File: config.mk
export PLATFORM = sky130hd
export DESIGN_NAME = dma_channel
export DESIGN_NICKNAME = d
export VERILOG_FILES = /design/src/rtl/dma_pkg.sv /design/src/rtl/dma_regs.sv /design/src/rtl/dma_engine.sv /design/src/rtl/dma_channel.sv
export SDC_FILE = /design/constraint.sdc
export NUM_CORES = 1
export LEC_CHECK = 0
export ABC_AREA = 1
export ABC_CLOCK_PERIOD_IN_PS = 3600
export BUFFER_PORTS_ARGS = -buffer_cell sky130_fd_sc_hd__buf_2
export CAP_MARGIN = 20
export CELL_PAD_IN_SITES_DETAIL_PLACEMENT = 1
export CELL_PAD_IN_SITES_GLOBAL_PLACEMENT = 1
export CORE_ASPECT_RATIO = 0.9
export CORE_UTILIZATION = 41
export DETAILED_ROUTE_END_ITERATION = 12
export GPL_TIMING_DRIVEN = 0
export HOLD_SLACK_MARGIN = 0.05
export PLACE_DENSITY_LB_ADDON = 0.1
export SYNTH_ARGS = -nofsm -noshare
export SYNTH_HDL_FRONTEND = slang
export SYNTH_HIERARCHICAL = 1
export SYNTH_SLANG_ARGS = --single-unit
File: constraint.sdc
create_clock -name clk -period 3.6 [get_ports clk]
set_input_delay 0.36 -clock clk [delete_from_list [all_inputs] [get_ports clk]]
set_output_delay 0.36 -clock clk [all_outputs]
set_load 0.01 [all_outputs]
File: src/rtl/dma_pkg.sv
package dma_pkg;
  localparam int REG_IDX_W = 4;

  typedef enum logic [2:0] {
    ST_IDLE = 3'd0,
    ST_ARB  = 3'd1,
    ST_RD   = 3'd2,
    ST_WR   = 3'd3,
    ST_WAIT = 3'd4
  } dma_state_e;

  localparam int CB_RUN    = 0;
  localparam int CB_REQ    = 1;
  localparam int CB_DONE   = 2;
  localparam int CB_BUSY   = 5;
  localparam int CB_DIR    = 8;
  localparam int CB_DEV_LO = 9;
  localparam int CB_INCM   = 16;
  localparam int CB_INCD   = 17;
  localparam int CB_LOCK   = 18;
  localparam int CB_DISHW  = 19;
  localparam int CB_SZ_LO  = 20;
  localparam int CB_GO     = 24;
  localparam int CB_ABORT  = 25;

  localparam logic [31:0] CTRL_WMASK = 32'h037F_FF01;

  localparam logic [REG_IDX_W-1:0] RI_ACT   = 4'd0;
  localparam logic [REG_IDX_W-1:0] RI_MADDR = 4'd1;
  localparam logic [REG_IDX_W-1:0] RI_MEND  = 4'd2;
  localparam logic [REG_IDX_W-1:0] RI_DADDR = 4'd3;
  localparam logic [REG_IDX_W-1:0] RI_CTRL  = 4'd4;
  localparam logic [REG_IDX_W-1:0] RI_ISTS  = 4'd5;
  localparam logic [REG_IDX_W-1:0] RI_IEN   = 4'd6;
  localparam logic [REG_IDX_W-1:0] RI_FSM   = 4'd7;

  localparam int IS_BERR = 0;
  localparam int IS_DONE = 2;

  typedef struct packed {
    logic       run;
    logic       dir;
    logic       incm;
    logic       incd;
    logic       lock;
    logic       dishw;
    logic       go;
    logic       abort;
    logic [2:0] size;
    logic [6:0] dev;
  } ctl_t;
endpackage

File: src/rtl/dma_regs.sv
module dma_regs
  import dma_pkg::*;
#(
  parameter int ADDR_W = 32
) (
  input  logic                 clk,
  input  logic                 rst_n,
  input  logic                 reg_we,
  input  logic [REG_IDX_W-1:0] reg_addr,
  input  logic [31:0]          reg_wdata,
  output logic [31:0]          reg_rdata,
  input  logic                 hw_adv,
  input  logic [ADDR_W-1:0]    hw_mem_nxt,
  input  logic [ADDR_W-1:0]    hw_dev_nxt,
  input  logic                 hw_done,
  input  logic                 hw_berr,
  input  logic                 hw_clr,
  input  logic                 busy,
  input  dma_state_e           state,
  input  logic                 req_sel,
  output logic                 act,
  output logic [ADDR_W-1:0]    mem_addr,
  output logic [ADDR_W-1:0]    mem_end,
  output logic [ADDR_W-1:0]    dev_addr,
  output ctl_t                 ctl,
  output logic                 irq
);
  logic [31:0] ctrl_q;
  logic        done_q;
  logic [3:0]  ists_q;
  logic [3:0]  ien_q;

  always_ff @(posedge clk or negedge rst_n) begin
    if (!rst_n) begin
      act      <= 1'b0;
      mem_addr <= '0;
      mem_end  <= '0;
      dev_addr <= '0;
      ctrl_q   <= '0;
      done_q   <= 1'b0;
      ists_q   <= '0;
      ien_q    <= '0;
    end else begin
      if (reg_we) begin
        case (reg_addr)
          RI_ACT:   act      <= reg_wdata[0];
          RI_MADDR: mem_addr <= reg_wdata[ADDR_W-1:0];
          RI_MEND:  mem_end  <= reg_wdata[ADDR_W-1:0];
          RI_DADDR: dev_addr <= reg_wdata[ADDR_W-1:0];
          RI_CTRL: begin
            ctrl_q <= reg_wdata & CTRL_WMASK;
            done_q <= 1'b0;
          end
          RI_ISTS:  ists_q   <= ists_q & ~reg_wdata[3:0];
          RI_IEN:   ien_q    <= reg_wdata[3:0];
          default: ;
        endcase
      end
      // engine events take precedence over a same-cycle host write
      if (hw_adv) begin
        mem_addr <= hw_mem_nxt;
        dev_addr <= hw_dev_nxt;
      end
      if (hw_done) begin
        done_q          <= 1'b1;
        ists_q[IS_DONE] <= 1'b1;
      end
      if (hw_berr) ists_q[IS_BERR] <= 1'b1;
      if (hw_clr) begin
        ctrl_q[CB_RUN]   <= 1'b0;
        ctrl_q[CB_GO]    <= 1'b0;
        ctrl_q[CB_ABORT] <= 1'b0;
      end
    end
  end

  always_comb begin
    ctl.run   = ctrl_q[CB_RUN];
    ctl.dir   = ctrl_q[CB_DIR];
    ctl.incm  = ctrl_q[CB_INCM];
    ctl.incd  = ctrl_q[CB_INCD];
    ctl.lock  = ctrl_q[CB_LOCK];
    ctl.dishw = ctrl_q[CB_DISHW];
    ctl.go    = ctrl_q[CB_GO];
    ctl.abort = ctrl_q[CB_ABORT];
    ctl.size  = ctrl_q[CB_SZ_LO +: 3];
    ctl.dev   = ctrl_q[CB_DEV_LO +: 7];
  end

  assign irq = |(ists_q & ien_q);

  logic [31:0] ctrl_rd;
  always_comb begin
    ctrl_rd          = ctrl_q;
    ctrl_rd[CB_REQ]  = req_sel;
    ctrl_rd[CB_DONE] = done_q;
    ctrl_rd[CB_BUSY] = busy;
  end

  always_comb begin
    case (reg_addr)
      RI_ACT:   reg_rdata = {31'b0, act};
      RI_MADDR: reg_rdata = 32'(mem_addr);
      RI_MEND:  reg_rdata = 32'(mem_end);
      RI_DADDR: reg_rdata = 32'(dev_addr);
      RI_CTRL:  reg_rdata = ctrl_rd;
      RI_ISTS:  reg_rdata = {28'b0, ists_q};
      RI_IEN:   reg_rdata = {28'b0, ien_q};
      RI_FSM:   reg_rdata = {16'b0, 5'b0, state, 8'b0};
      default:  reg_rdata = '0;
    endcase
  end
endmodule

File: src/rtl/dma_engine.sv
module dma_engine
  import dma_pkg::*;
#(
  parameter int ADDR_W = 32,
  parameter int DATA_W = 32
) (
  input  logic              clk,
  input  logic              rst_n,
  input  logic              act,
  input  ctl_t              ctl,
  input  logic [ADDR_W-1:0] mem_addr,
  input  logic [ADDR_W-1:0] mem_end,
  input  logic [ADDR_W-1:0] dev_addr,
  input  logic              req_sel,
  output logic              bus_req,
  input  logic              bus_gnt,
  output logic              bus_lock,
  output logic              bus_valid,
  input  logic              bus_ready,
  output logic              bus_we,
  output logic [ADDR_W-1:0] bus_addr,
  output logic [2:0]        bus_size,
  output logic [DATA_W-1:0] bus_wdata,
  input  logic              bus_rvalid,
  input  logic [DATA_W-1:0] bus_rdata,
  input  logic              bus_err,
  output logic              hw_adv,
  output logic [ADDR_W-1:0] hw_mem_nxt,
  output logic [ADDR_W-1:0] hw_dev_nxt,
  output logic              hw_done,
  output logic              hw_berr,
  output logic              hw_clr,
  output logic              busy,
  output dma_state_e        state
);
  logic              sent;
  logic [DATA_W-1:0] hold_q;
  logic [ADDR_W-1:0] step;
  logic              start_ok, rsp_ok, rsp_bad, in_xfer, last_unit;

  assign step       = ADDR_W'(ctl.size);
  assign hw_mem_nxt = ctl.incm ? mem_addr + step : mem_addr;
  assign hw_dev_nxt = ctl.incd ? dev_addr + step : dev_addr;
  assign start_ok   = act && !ctl.abort &&
                      (ctl.dishw ? ctl.go : (ctl.run && req_sel));
  assign in_xfer    = (state == ST_RD) || (state == ST_WR);
  assign rsp_ok     = in_xfer && sent && bus_rvalid && !bus_err;
  assign rsp_bad    = in_xfer && sent && bus_rvalid && bus_err;
  assign last_unit  = (hw_mem_nxt == mem_end);

  assign hw_adv  = (state == ST_WAIT);
  assign hw_done = (state == ST_WAIT) && last_unit;
  assign hw_berr = rsp_bad;
  assign hw_clr  = hw_done || rsp_bad ||
                   (((state == ST_IDLE) || (state == ST_WAIT)) && ctl.abort);

  always_ff @(posedge clk or negedge rst_n) begin
    if (!rst_n) begin
      state  <= ST_IDLE;
      busy   <= 1'b0;
      sent   <= 1'b0;
      hold_q <= '0;
    end else begin
      case (state)
        ST_IDLE: begin
          if (ctl.abort) busy <= 1'b0;
          else if (start_ok) begin
            state <= ST_ARB;
            busy  <= 1'b1;
          end
        end
        ST_ARB: if (bus_gnt) state <= ST_RD;
        ST_RD, ST_WR: begin
          if (bus_valid && bus_ready) sent <= 1'b1;
          if (rsp_bad) begin
            state <= ST_IDLE;
            busy  <= 1'b0;
            sent  <= 1'b0;
          end else if (rsp_ok) begin
            sent <= 1'b0;
            if (state == ST_RD) begin
              hold_q <= bus_rdata;
              state  <= ST_WR;
            end else begin
              state <= ST_WAIT;
            end
          end
        end
        ST_WAIT: begin
          if (last_unit || ctl.abort) begin
            state <= ST_IDLE;
            busy  <= 1'b0;
          end else begin
            state <= ctl.dishw ? ST_ARB : ST_IDLE;
          end
        end
        default: state <= ST_IDLE;
      endcase
    end
  end

  assign bus_valid = in_xfer && !sent;
  assign bus_we    = (state == ST_WR);
  assign bus_addr  = ((state == ST_RD) == ctl.dir) ? mem_addr : dev_addr;
  assign bus_size  = ctl.size;
  assign bus_wdata = hold_q;
  assign bus_lock  = busy && ctl.lock;
  assign bus_req   = (state == ST_ARB) || in_xfer || bus_lock;
endmodule

File: src/rtl/dma_channel.sv
module dma_channel
  import dma_pkg::*;
#(
  parameter int ADDR_W  = 32,
  parameter int DATA_W  = 32,
  parameter int NUM_DEV = 16
) (
  input  logic                 clk,
  input  logic                 rst_n,
  input  logic                 reg_we,
  input  logic [REG_IDX_W-1:0] reg_addr,
  input  logic [31:0]          reg_wdata,
  output logic [31:0]          reg_rdata,
  input  logic [NUM_DEV-1:0]   dev_req,
  output logic                 bus_req,
  input  logic                 bus_gnt,
  output logic                 bus_lock,
  output logic                 bus_valid,
  input  logic                 bus_ready,
  output logic                 bus_we,
  output logic [ADDR_W-1:0]    bus_addr,
  output logic [2:0]           bus_size,
  output logic [DATA_W-1:0]    bus_wdata,
  input  logic                 bus_rvalid,
  input  logic [DATA_W-1:0]    bus_rdata,
  input  logic                 bus_err,
  output logic                 irq
);
  ctl_t              ctl;
  logic              act, req_sel, busy;
  logic              hw_adv, hw_done, hw_berr, hw_clr;
  logic [ADDR_W-1:0] mem_addr, mem_end, dev_addr, hw_mem_nxt, hw_dev_nxt;
  dma_state_e        state;

  always_comb begin
    req_sel = 1'b0;
    for (int i = 0; i < NUM_DEV; i++)
      if (ctl.dev == 7'(i)) req_sel = dev_req[i];
  end

  dma_regs #(.ADDR_W(ADDR_W)) u_regs (
    .clk(clk), .rst_n(rst_n), .reg_we(reg_we), .reg_addr(reg_addr),
    .reg_wdata(reg_wdata), .reg_rdata(reg_rdata), .hw_adv(hw_adv),
    .hw_mem_nxt(hw_mem_nxt), .hw_dev_nxt(hw_dev_nxt), .hw_done(hw_done),
    .hw_berr(hw_berr), .hw_clr(hw_clr), .busy(busy), .state(state),
    .req_sel(req_sel), .act(act), .mem_addr(mem_addr), .mem_end(mem_end),
    .dev_addr(dev_addr), .ctl(ctl), .irq(irq)
  );

  dma_engine #(.ADDR_W(ADDR_W), .DATA_W(DATA_W)) u_eng (
    .clk(clk), .rst_n(rst_n), .act(act), .ctl(ctl), .mem_addr(mem_addr),
    .mem_end(mem_end), .dev_addr(dev_addr), .req_sel(req_sel),
    .bus_req(bus_req), .bus_gnt(bus_gnt), .bus_lock(bus_lock),
    .bus_valid(bus_valid), .bus_ready(bus_ready), .bus_we(bus_we),
    .bus_addr(bus_addr), .bus_size(bus_size), .bus_wdata(bus_wdata),
    .bus_rvalid(bus_rvalid), .bus_rdata(bus_rdata), .bus_err(bus_err),
    .hw_adv(hw_adv), .hw_mem_nxt(hw_mem_nxt), .hw_dev_nxt(hw_dev_nxt),
    .hw_done(hw_done), .hw_berr(hw_berr), .hw_clr(hw_clr), .busy(busy),
    .state(state)
  );
endmodule

After elaboration in Yosys (flattened, before gate mapping)
Cells that the tools add are included.
- muxes and demuxes: 55
- eq/ne operators: 36
- reductions and logical operators: 54
- bitwise operators: 4
- add/sub/neg operators: 2
- operator list (operator ; number):
    32-bit two-way mux ; 9
    32-bit case mux with 8 select lines ; 1
    32-bit by 3-bit adder with 32-bit output ; 2
    7-bit by 4-bit == test with 1-bit output (second input constant) ; 8
    26-bit two-way mux ; 2
    32-bit == test ; 1
    1-bit two-way mux ; 31
    7-bit by 3-bit == test with 1-bit output (second input constant) ; 4
    3-bit two-way mux ; 9
    2-bit AND reduction ; 11
    2-bit nonzero test ; 10
    4-bit by 3-bit == test with 1-bit output (second input constant) ; 4
    7-bit by 2-bit == test with 1-bit output (second input constant) ; 2
    1-bit logical AND ; 12
    3-bit case mux with 4 select lines ; 1
    4-bit AND reduction ; 3
    4-bit AND ; 2
    4-bit by 2-bit == test with 1-bit output (second input constant) ; 2
    2-bit by 1-bit inequality test with 1-bit output (second input constant) ; 4
    7-bit by 1-bit == test with 1-bit output (second input constant) ; 1
    7-bit zero test ; 1
    1-bit logical OR ; 7
    3-bit by 2-bit == test with 1-bit output (second input constant) ; 2
    3-bit nonzero test ; 2
    17 further kinds ; 20
- bits in registers: 161
- output and inout port bits: 104
- input port bits: 91

Depth between registers and ports, before layout
Gate-level depths: netlist (run 1).
- depth in word-level cells: 23
- depth in mapped cells: 24
- gate-level depth less buffers: 24

Cells and area by module
The synthesis (run 1) kept the hierarchy.
- by module, submodules not included (module ; instances ; seq. area each (um^2) ; cells an instance ; area an instance (um^2)):
    dma_regs ; 1 ; 3103.0 ; 928 ; 6576.3
    dma_engine ; 1 ; 925.9 ; 777 ; 4710.8
    dma_channel ; 1 ; 0.0 ; 44 ; 240.2

Least setup slack after synthesis (run 1)
OpenSTA, ideal clock, no wires.
- path type: flip-flop to flip-flop
- start: reg u_regs.ctrl_q[20]
- end: reg u_regs.ctrl_q[25]
- setup time: 117 ps
- period minus slack after synthesis: 2606 ps
- stages on the path, launching flop included: 21
- arrival: 2489 ps
- setup slack: 994 ps
- path buffers: 0
- path through: dfrtp_1 ha_1 inv_1 fa_1 inv_1 nand3_1 nand2_2 nand3_1 or2_2 nand3_1 nand2_1 nor2_1 nand3_1 nor2_1 nand3_2 nand2_2 nand2_2 nor2_1 inv_1 nand3_1 nand2_1
- cells in the longest elaborated chain, start to end: 8
- elaborated cells between the ends (all ways): 10
- those cells by class: add/sub (1); eq/ne (1); mux (2); reduce/logical (6)
- RTL lines (element ; line ; RTL):
    from (decl) ; dma_regs.sv:28 ; logic [31:0] ctrl_q;
    from (signal assigned) ; dma_regs.sv:51 ; ctrl_q <= reg_wdata & CTRL_WMASK;
    32-bit by 3-bit adder with 32-bit output (*) ; dma_engine.sv:42 ; assign hw_mem_nxt = ctl.incm ? mem_addr + step : mem_addr;
    32-bit two-way mux (*) ; dma_engine.sv:42 ;
    32-bit == test (*) ; dma_engine.sv:49 ; assign last_unit = (hw_mem_nxt == mem_end);
    1-bit logical AND (*) ; dma_engine.sv:52 ; assign hw_done = (state == ST_WAIT) && last_unit;
    1-bit logical OR (*) (2 in series) ; dma_engine.sv:54 ; assign hw_clr = hw_done || rsp_bad ||
    net hw_clr ; dma_channel.sv:31 ; logic hw_adv, hw_done, hw_berr, hw_clr;
    2-bit nonzero test (no source line) ; n/a ;
    2-bit AND reduction (no source line) ; n/a ;
Mark *: on every way through the listed nets, which the timed path passes. The rest lies on a longest branch.
A chain may end at the register's enable or synchronous reset.

Worst setup path after layout (run 1)
- start: reg u_regs.ctrl_q[22]
- end: reg u_regs.ctrl_q[24]
The elaborated chain is that of the path after synthesis.

==> results of run 1 <==
-- cell usage in the layout (no fill, tap or decap), types with 3 or more instances in the layout --
master,netlist,final
nand2_1,733,731
buf_2,18,210
dfrtp_2,0,3
nand3_2,4,4
nor3_1,15,15
mux2_2,32,32
clkbuf_16,0,17
inv_1,157,156
nor4_1,4,4
o21ai_0,71,71
xnor2_1,4,4
nand3_1,199,199
ha_1,6,5
o21ai_1,13,13
buf_4,7,14
nor2_2,17,19
nor2_1,104,101
nand2_4,2,4
xor2_1,34,34
clkbuf_1,26,23
nand2_2,24,24
buf_6,9,9
nand4_1,27,27
nand3b_1,12,12
inv_2,8,9
inv_8,0,4
buf_1,8,8
dfrtp_1,161,158
clkbuf_2,0,3
a21oi_1,12,11
o211ai_1,10,10
nor2_4,8,9
clkinv_8,0,5
-- through the flow --
step           cell area [µm²]  instances  setup slack [ns]
4_1_cts                  13610       2331           0.04768
3_3_place_gp             12940       2296           -0.6732
2_1_floorplan            11530       1749            0.9939
6_report                 13710       2337            0.1547
5_1_grt                  13710       2337         0.0008762
3_5_place_dp             12980       2298         0.0009013
-- path summary, 6_finish.rpt --
| path | from | end | slack, ns | depth (start not counted) |
|---|---|---|---|---|
| setup / recovery | u_regs/ctrl_q[22] | u_regs/ctrl_q[24] | 0.15 | 16 |
| hold / removal | reg_wdata[29] | u_regs/mem_end[29] | 0.13 | 3 |
| setup reg to reg | u_regs/ctrl_q[22] | u_regs/ctrl_q[24] | 0.15 | 16 |
| hold reg to reg | u_regs/done_q | u_regs/done_q | 0.50 | 2 |
| max in group asynchronous | rst_n | u_regs/dev_addr[14] | 2.25 | 3 |
| min in group asynchronous | rst_n | u_regs/mem_addr[3] | 0.41 | 2 |
-- metal layers --
metal	up-vias	global-route usage, %	part of all wire, %
met2	557	57.96	45
met3	120	5.791	7.7
met1	6499	49.19	43
met4	2	13.67	3.6
met5	-	0	0.025
li1	5979	-	-
-- sequential cells by signal, summed over array words and instances, names as in the netlist, 3 cells and up --
register / cells
u_regs/mem_addr: 32
u_eng/state: 3
u_regs/ists_q: 4
u_regs/ctrl_q: 18
u_regs/ien_q: 4
u_regs/dev_addr: 32
u_regs/mem_end: 32
u_eng/bus_wdata: 32
-- cell type report --
cell class	count	area, µm²	area share (%)
multi-input combinational	1353	6551	47.80
sequential	161	4033	29.42
timing repair buffer	202	1066	7.778
inverter	167	626.9	4.574
tap	354	442.9	3.232
clock buffer	17	425.4	3.104
buffer	68	375.4	2.739
clock inverter	15	185.2	1.351
-- Yosys cell counts, drive strengths merged (2+ instances only) --
| library cell | n |
|---|---|
| clkinv | 2 |
| inv | 165 |
| nor4 | 6 |
| nand3 | 205 |
| fa | 2 |
| or2 | 2 |
| a21oi | 13 |
| dfrtp | 161 |
| nand4 | 28 |
| xor2 | 34 |
| nor3 | 17 |
| o21ai | 84 |
| mux2 | 32 |
| buf | 42 |
| nor2 | 130 |
| nand2 | 759 |
| ha | 6 |
| xnor3 | 2 |
| nand3b | 12 |
| o211ai | 10 |
| clkbuf | 26 |
| xnor2 | 4 |
-- logic make-up (layout without fill, tap and decap cells) --
family                   Yosys count  after routing  synth area share [%]
XOR/XNOR                          40             40                 3.278
multiplexers                      32             32                 3.126
flip-flops                       161            161                 34.95
AND/OR/NAND/NOR                 1161           1161                 43.75
buffers and inverters            235            469                 8.662
AO/OA/AOI/OAI                    112            112                 5.232
adder cells (fa/ha/maj)            8              8                0.9986
-- worst max-delay path: cells and delay by family, from the launching register on --
family	cells	cell delay, ns
simple gates	12	1.80
xor+xnor	1	0.39
buf+inv	2	0.18
flops	1	0.51
fa+ha+maj	1	0.44
-- where the power goes --
group,switching (mW),total (mW),internal [mW]
combinational,3.10,4.82,1.72
sequential,1.05,3.55,2.51
clock,0.978,1.92,0.946
total,5.13,10.3,5.17
-- repair_timing --
action,in CTS,in global routing
hold buffers,1,0
endpoints found under the setup margin,1,20
hold endpoints to repair,49,0
resized for setup,1,22
setup buffers,0,6
pin swaps,0,1
==> flow_summary.yaml, run 1 <==
sta:
  grt_setup_unrepaired: "false"
  drv_slew: 0
  worst_slew_pin_slew_ns: 1.019
  max_clock_freq_ghz: 0.2902
  timing.hold.ws_ns: 0.1318
  fin_crit_ns: 3.445
  timing.setup.tns_ns: 0
  finalHoldViolCount: 0
  slew-limit-headroom_pct: 32.08
  finalCritPeriodShare_pct: 95.70
  fin_skew_ns: 0.01173
  setup_viol: 0
clocking:
  clk_latency_ns: 0.45
  htree_levels: 4
  cts_tree: "done"
  cts.sinks: 161
  clk_pin_slew_ns: 0.08
  clockBufferDepth: 2
  cts_buffers: 17
  root_buffer: "clkbuf_16"
critical_path:
  setup.worst_path.end_class: "flop"
  crit_arrival_ns: 3.79
  worst-path-max-fanout: 6
  crit_type: "flop to flop"
  critPathLaunchType: "flop"
  crit_required_ns: 3.95
  max_stage_delay_ns: 0.51
  cp_slowest_cell: "dfrtp_1"
  path_cells: "ha_1 -> inv_1 -> nand2_2 -> nand3_1 -> xor2_1 -> nor2_1 -> nor2_1 -> nand3_1 -> nor2_1 -> nand3_2 -> nand2_2 -> nand2_2 -> nor2_2 -> inv_2 -> nand3_1 -> nand2_1"
outcome:
  status: "finished, final reports clean"
floorplan:
  die-height_um: 161.1
  start_util_pct: 42.20
  num_rows: 57
  core_area_um2: 27310
  io_pins: 195
  die_w_um: 178.7
  dieArea_um2: 28790
power_and_ir_drop:
  p_per_area_nw_per_um2: 751.8
  p_leak_nw: 7.212
  peakVddDrop_v: 0.0004359
  total_power_mw: 10.30
logic_synthesis:
  synth_top_area_share_pct: 34.95
  synth_area_leaders: "dfrtp_1, nand2_1, nand3_1"
  synth-edff-count: 0
  synth_nets: 1848
  yosys_warnings: 6
  synth_area_leader_cell: "dfrtp_1"
  seq_area_frac_synth_pct: 34.95
  synth_cells: 1749
  postSynth.asyncResetShare_pct: 100.0
  netlist_area_um2: 11530
  syn_avg_cell_area_um2: 6.591
  ys_ff_latch: 161
  ys_types: 46
  synthFlopType: "dfrtp_1"
final_layout:
  drive_gt1_share_pct: 19.47
  fin_nets: 2069
  diodes: 0
  area_growth_pct: 18.90
  fillers: 3772
  utilization_pct: 50.18
drt:
  drc: 0
  drt_wl_total_um: 51260
  first_pass_iters: 5
  antenna_left: 0
  drt_iter0_drc: 1146
  wl_per_cell_um: 21.93
  vias: 13160
  vias_per_cell: 5.630
global_routing:
  overflow: 0
  grt_max_degree: 113
  antenna_found_initial: 1
  track_usage_pct: 36.30
  grt_pass1_vias: 13230
  grt_pass1_wl_um: 77620
placed_design:
  io_buffers: 193
  gp_congestion: 0.9779
  dp_hpwl_um: 39600
flow_run:
  maxCapViolCount: 0
hold_path:
  hold_path_class: "input port to flop"
Power figures use the tool's default switching activity.
==> inputs of run 2 (changes only) <==
--- a/config.mk
+++ b/config.mk
@@ -12,6 +12,7 @@
 export CELL_PAD_IN_SITES_DETAIL_PLACEMENT = 1
 export CELL_PAD_IN_SITES_GLOBAL_PLACEMENT = 1
 export CORE_ASPECT_RATIO = 0.9
+export CORE_MARGIN = 2
 export CORE_UTILIZATION = 41
 export DETAILED_ROUTE_END_ITERATION = 12
 export GPL_TIMING_DRIVEN = 0
@@ -19,5 +20,4 @@
 export PLACE_DENSITY_LB_ADDON = 0.1
 export SYNTH_ARGS = -nofsm -noshare
 export SYNTH_HDL_FRONTEND = slang
-export SYNTH_HIERARCHICAL = 1
 export SYNTH_SLANG_ARGS = --single-unit
==> flow_summary.yaml, run 2 <==
outcome:
  status: "finished, final reports clean"
floorplan:
  dieArea_um2: 26170
  num_rows: 54
  die_w_um: 170.3
  start_util_pct: 41.96
  core_area_um2: 24320
  die-height_um: 153.7
  io_pins: 195
logic_synthesis:
  synth_nets: 1500
  synth-edff-count: 0
  syn_avg_cell_area_um2: 7.285
  synth_common_cells: "nand2_1, inv_1, dfrtp_1, nor2_1, o21ai_0"
  ys_ff_latch: 161
  synth_cells: 1401
  seq_area_frac_synth_pct: 39.48
  yosysMostFrequentCell: "nand2_1"
  synthFlopType: "dfrtp_1"
  synth_area_leader_cell: "dfrtp_1"
  postSynth.asyncResetShare_pct: 100.0
  synth_area_leaders: "dfrtp_1, nand2_1, inv_1"
  synth_top_area_share_pct: 39.48
  netlist_area_um2: 10210
  ys_types: 49
  yosys_warnings: 0
critical_path:
  path_cells: "ha_1 -> nand3_1 -> nand2_1 -> nand2_1 -> o21ai_0 -> nand2_1 -> nand2_1 -> nand3_1 -> nor2_1 -> nand2_1 -> nor2_1 -> nand4_1 -> nand3_2 -> nor2_1"
  path_common_cell: "nand2_1"
  max_stage_delay_ns: 0.53
  cp_slowest_cell: "o21ai_0"
  worst-path-max-fanout: 5
  crit_type: "flop to flop"
  crit_required_ns: 3.93
  setup.worst_path.end_class: "flop"
  crit_arrival_ns: 3.85
  critPathLaunchType: "flop"
global_routing:
  track_usage_pct: 36.28
  overflow: 0
  grt_pass1_vias: 11390
  antenna_found_initial: 0
  grt_max_degree: 85
  grt_pass1_wl_um: 70190
final_layout:
  utilization_pct: 50.32
  layout_commonest_cell: "nand2_1"
  drive_gt1_share_pct: 19.15
  area_growth_pct: 19.93
  final_cell_mix: "nand2_1, buf_2, inv_1"
  multi_input_area_um2: 5276
  fin_nets: 1715
  fillers: 3199
  ff_latch_area_um2: 4030
  diodes: 0
drt:
  drt_iter0_drc: 1107
  vias: 11230
  first_pass_iters: 5
  drt_wl_total_um: 46450
  wl_per_cell_um: 23.98
  vias_per_cell: 5.798
  drc: 0
  antenna_left: 0
clocking:
  cts.sinks: 161
  cts_tree: "done"
  root_buffer: "clkbuf_16"
  clk_latency_ns: 0.45
  clk_pin_slew_ns: 0.08
  cts_buffers: 17
  htree_levels: 4
  postCtsSetupBuffers: 0
  clockBufferDepth: 2
placed_design:
  dp_hpwl_um: 35140
  gp_congestion: 0.9468
  io_buffers: 194
flow_run:
  maxCapViolCount: 0
sta:
  finalHoldViolCount: 0
  timing.hold.ws_ns: 0.08121
  finalCritPeriodShare_pct: 97.55
  setup_viol: 0
  fin_crit_ns: 3.512
  worst_slew_pin_slew_ns: 1.116
  max_clock_freq_ghz: 0.2848
  fin_skew_ns: 0.01322
  drv_slew: 0
  slew-limit-headroom_pct: 25.63
  grt_setup_unrepaired: "false"
  timing.setup.tns_ns: 0
power_and_ir_drop:
  p_leak_nw: 6.156
  total_power_mw: 10.14
  p_per_area_nw_per_um2: 828.3
  peakVddDrop_v: 0.0003519
hold_path:
  hold_path_class: "input port to flop"
## run 2: changes by cell type after synthesis, sizes merged, moves of 16 or more
cell	delta
a21oi	+33
nor2	+19
nand2	-374
o221ai	+23
clkbuf	+16
nand3	-128
o21ai	+40
buf	-25
o22ai	+16
a31oi	+20
## run 2: final timing paths
check	from	endpoint	depth (start not counted)	slack (ns)
min in group asynchronous	rst_n	u_regs.mem_end[7]	2	0.51
setup / recovery	u_regs.ctrl_q[22]	u_regs.ctrl_q[25]	14	0.09
setup reg to reg	u_regs.ctrl_q[22]	u_regs.ctrl_q[25]	14	0.09
max in group asynchronous	rst_n	u_regs.ctrl_q[20]	3	2.18
hold / removal	reg_wdata[3]	u_regs.ists_q[3]	2	0.08
hold reg to reg	u_regs.mem_end[1]	u_regs.mem_end[1]	2	0.50
## run 2: report_power, final
| group | internal (mW) | switching [mW] | total, mW |
|---|---|---|---|
| clock | 0.946 | 0.957 | 1.90 |
| combinational | 1.73 | 3.15 | 4.88 |
| sequential | 2.52 | 0.838 | 3.36 |
## run 2: critical path: cells and delay by family, from the launching register on
family | cells | cell delay (ns)
compound gates | 1 | 0.53
fa+ha+maj | 1 | 0.43
flops | 1 | 0.52
simple gates | 12 | 1.93
## run 2: through the flow
step	std cells	worst slack (ns)	cell area [µm²]
global placement	1903	-0.6446	11560
finish	1937	0.08818	12240
global route	1937	0.01661	12240
floorplan	1401	1.150	10210
CTS	1937	0.02686	12230
detailed placement	1905	0.2457	11610
## run 2: layer usage
layer / track usage, % / part of all wire [%] / vias to the layer above
met5: 0 / 0 / -
met4: 11.64 / 3.4 / 0
met3: 9.112 / 9.6 / 97
met2: 55.36 / 44 / 559
met1: 50.55 / 43 / 5508
li1: - / - / 5066
## run 2: repair_timing
action | in CTS | in global routing
pin swaps | 0 | 0
hold buffers | 1 | 0
hold endpoints to repair | 83 | 0
setup endpoints to repair | 1 | 34
resized for setup | 0 | 8
## run 2: final cells by class
type | instances | area share (%)
multi-input cells | 1006 | 43.11
flip-flops and latches | 161 | 32.92
repair buffers | 197 | 8.413
inverters | 175 | 5.366
clock buffers | 17 | 3.475
well taps | 308 | 3.148
plain buffers | 58 | 2.055
clock inverters | 15 | 1.513
## run 2: cells by family after synthesis
family / synth area share (%)
xor+xnor: 3.408
fa+ha+maj: 1.128
flops: 39.48
buf+inv: 8.900
simple gates: 27.01
mux: 3.739
compound gates: 16.34
==> inputs of run 3 (changes only) <==
--- a/config.mk
+++ b/config.mk
@@ -5,7 +5,7 @@
 export SDC_FILE = /design/constraint.sdc
 export NUM_CORES = 1
 export LEC_CHECK = 0
-export ABC_AREA = 1
+export ABC_AREA = 0
 export ABC_CLOCK_PERIOD_IN_PS = 3600
 export BUFFER_PORTS_ARGS = -buffer_cell sky130_fd_sc_hd__buf_2
 export CAP_MARGIN = 20
@@ -13,7 +13,7 @@
 export CELL_PAD_IN_SITES_GLOBAL_PLACEMENT = 1
 export CORE_ASPECT_RATIO = 0.9
 export CORE_MARGIN = 2
-export CORE_UTILIZATION = 41
+export CORE_UTILIZATION = 43
 export DETAILED_ROUTE_END_ITERATION = 12
 export GPL_TIMING_DRIVEN = 0
 export HOLD_SLACK_MARGIN = 0.05
==> flow_summary.yaml, run 3 <==
outcome:
  status: "finished, final reports clean"
clocking:
  clk_latency_ns: 0.44
  clockBufferDepth: 2
  clk_pin_slew_ns: 0.08
  cts_tree: "done"
  root_buffer: "clkbuf_16"
  cts_buffers: 17
  cts.sinks: 161
  htree_levels: 4
critical_path:
  crit_type: "flop to flop"
  r2r_end: "u_regs.dev_addr[5]"
  cp-endpoint: "u_regs.dev_addr[5]"
  crit_arrival_ns: 3.89
  crit_required_ns: 3.95
  reg2reg_slack_ns: 0.06
  rr_worst_depth: 9
  worst-path-max-fanout: 10
  critPathLaunchType: "flop"
  timing.rr.start: "u_eng.state[1]"
  setup.worst_path.end_class: "flop"
  startpoint: "u_eng.state[1]"
floorplan:
  io_pins: 195
  die-height_um: 150.6
  dieArea_um2: 25130
  die_w_um: 166.9
  core_area_um2: 23410
  start_util_pct: 43.86
  num_rows: 53
final_layout:
  utilization_pct: 52.66
  layout_commonest_cell: "buf_2"
  diodes: 0
  drive_gt1_share_pct: 30.42
  fin_nets: 1434
  final_cell_mix: "buf_2, dfrtp_1, mux2_2"
  area_growth_pct: 20.07
drt:
  drc: 0
  vias_per_cell: 6.339
  drt_wl_total_um: 44010
  wl_per_cell_um: 26.67
  vias: 10460
  drt_iter0_drc: 1048
  first_pass_iters: 5
  antenna_left: 0
logic_synthesis:
  synth_area_leader_cell: "dfrtp_1"
  seq_area_frac_synth_pct: 39.24
  synth_area_leaders: "dfrtp_1, mux2_2, nor2_1"
  ys_ff_latch: 161
  synth-simple-area-share_pct: 17.32
  synthFlopType: "dfrtp_1"
  synth-adder-area-share_pct: 1.121
  synth_nets: 1219
  ys_types: 68
  syn_avg_cell_area_um2: 9.166
  yosysMostFrequentCell: "dfrtp_1"
  synth_top_family_by_area: "compound AO/OA/AOI/OAI gates"
  synth_compound_area_share_pct: 17.96
  postSynth.asyncResetShare_pct: 100.0
  synth_common_cells: "dfrtp_1, mux2_2, nor2_1, nand2_1, a21oi_1"
  synth-edff-count: 0
  synth_cells: 1120
  synthMuxAreaShare_pct: 15.55
  synth_top_area_share_pct: 39.24
  yosys_warnings: 0
  netlist_area_um2: 10270
  synthXorXnorAreaFrac_pct: 4.266
sta:
  fin_skew_ns: 0.01569
  fin_crit_ns: 3.537
  grt_setup_unrepaired: "true"
  finalCritPeriodShare_pct: 98.26
  drv_slew: 0
  setup_viol: 0
  worst_slew_pin_slew_ns: 1.104
  slew-limit-headroom_pct: 26.38
  timing.hold.ws_ns: 0.1405
  max_clock_freq_ghz: 0.2827
  finalHoldViolCount: 0
flow_run:
  maxCapViolCount: 0
global_routing:
  overflow: 0
  antenna_found_initial: 0
  grt_pass1_vias: 10570
  grt_max_degree: 83
  track_usage_pct: 35.00
  grt_pass1_wl_um: 65900
power_and_ir_drop:
  p_per_area_nw_per_um2: 786.8
  peakVddDrop_v: 0.0003754
  total_power_mw: 9.699
  p_leak_nw: 5.380
placed_design:
  gp_congestion: 0.9778
  dp_hpwl_um: 32080
  io_buffers: 193
hold_path:
  hold_path_class: "input port to flop"
  worstHoldStart: "bus_rdata[19]"
run 3: cell count changes in the layout (fill, tap and decap cells not counted), moves of 15 or more:
cell      change
xnor2_1      +26
a21oi_1      +38
nand2_1     -282
inv_1       -150
o221ai_1     -22
nand3_1      -37
nor2_1       -15
o21ai_0      -54
o211ai_1     -16
a22oi_1      +52
mux2_2       +91
run 3: how the worst min path moves through the flow:
| stage | to | slack (ns) | cells after the start |
|---|---|---|---|
| floorplan | u_eng.bus_wdata[0] | 0.06 | 0 |
| global placement | u_eng.bus_wdata[10] | 0.48 | 1 |
| detailed placement | u_eng.bus_wdata[21] | 0.40 | 1 |
| CTS | u_eng.bus_wdata[1] | 0.13 | 2 |
| global route | u_eng.bus_wdata[16] | 0.13 | 2 |
| finish | u_eng.bus_wdata[19] | 0.14 | 2 |
run 3: repair_timing:
| action | in CTS | in global routing |
|---|---|---|
| endpoints found under the setup margin | 21 | 22 |
| endpoints found under the hold margin | 79 | 0 |
| setup buffers | 1 | 0 |
| hold buffers | 1 | 0 |
| pin swaps | 1 | 1 |
| gates resized for setup | 8 | 15 |
run 3: routing by layer:
| metal | up-vias | track usage [%] | wire length (µm) |
|---|---|---|---|
| met5 | - | 0 | 0 |
| met4 | 0 | 14.31 | 1742 |
| met3 | 104 | 7.676 | 4117 |
| met2 | 571 | 54.57 | 19590 |
| met1 | 5284 | 47.48 | 18560 |
| li1 | 4501 | - | - |
run 3: report_power, final:
group | total [mW] | internal, mW | switching [mW] | leakage, nW
registers | 3.20 | 2.49 | 0.708 | 1.93
clock network | 1.86 | 0.934 | 0.927 | 0.287
logic | 4.64 | 1.93 | 2.72 | 3.17
total | 9.70 | 5.35 | 4.35 | 5.38
run 3: layout make-up:
type                            instances  area [µm²]
Fill cell                            2823       11080
Multi-Input combinational cell        848        5843
Sequential cell                       161        4030
Timing Repair Buffer                  197        1028
Clock buffer                           18       429.2
Buffer                                 88       382.9
Tap cell                              302       377.9
Clock inverter                         14       152.6
Inverter                               22       82.58
run 3: cell families after synthesis:
family / Yosys count
AO/OA/AOI/OAI: 292
XOR/XNOR: 50
adder cells (fa/ha/maj): 8
buffers and inverters: 111
flip-flops: 161
multiplexers: 139
AND/OR/NAND/NOR: 359
run 3: through the flow:
stage,setup slack [ns],setup TNS (ns),instance area (µm²),instances
after global routing,-0.005970,-0.005970,12330,1650
after CTS,0.04442,0,12290,1651
after floorplan,0.6927,0,10270,1120
after global placement,-0.5731,-93.52,11610,1615
final,0.06254,0,12330,1650
after detailed placement,-0.5212,-3.974,11650,1617
run 3: critical path: stages, from the launching register on:
cell,delay [ns]
dfrtp_1,0.37
clkbuf_1,0.21
nor2_1,0.34
nand2_1,0.26
and3_1,0.26
clkbuf_1,0.23
a21oi_2,0.61
clkbuf_1,0.82
o21ai_0,0.20
o21ai_0,0.11
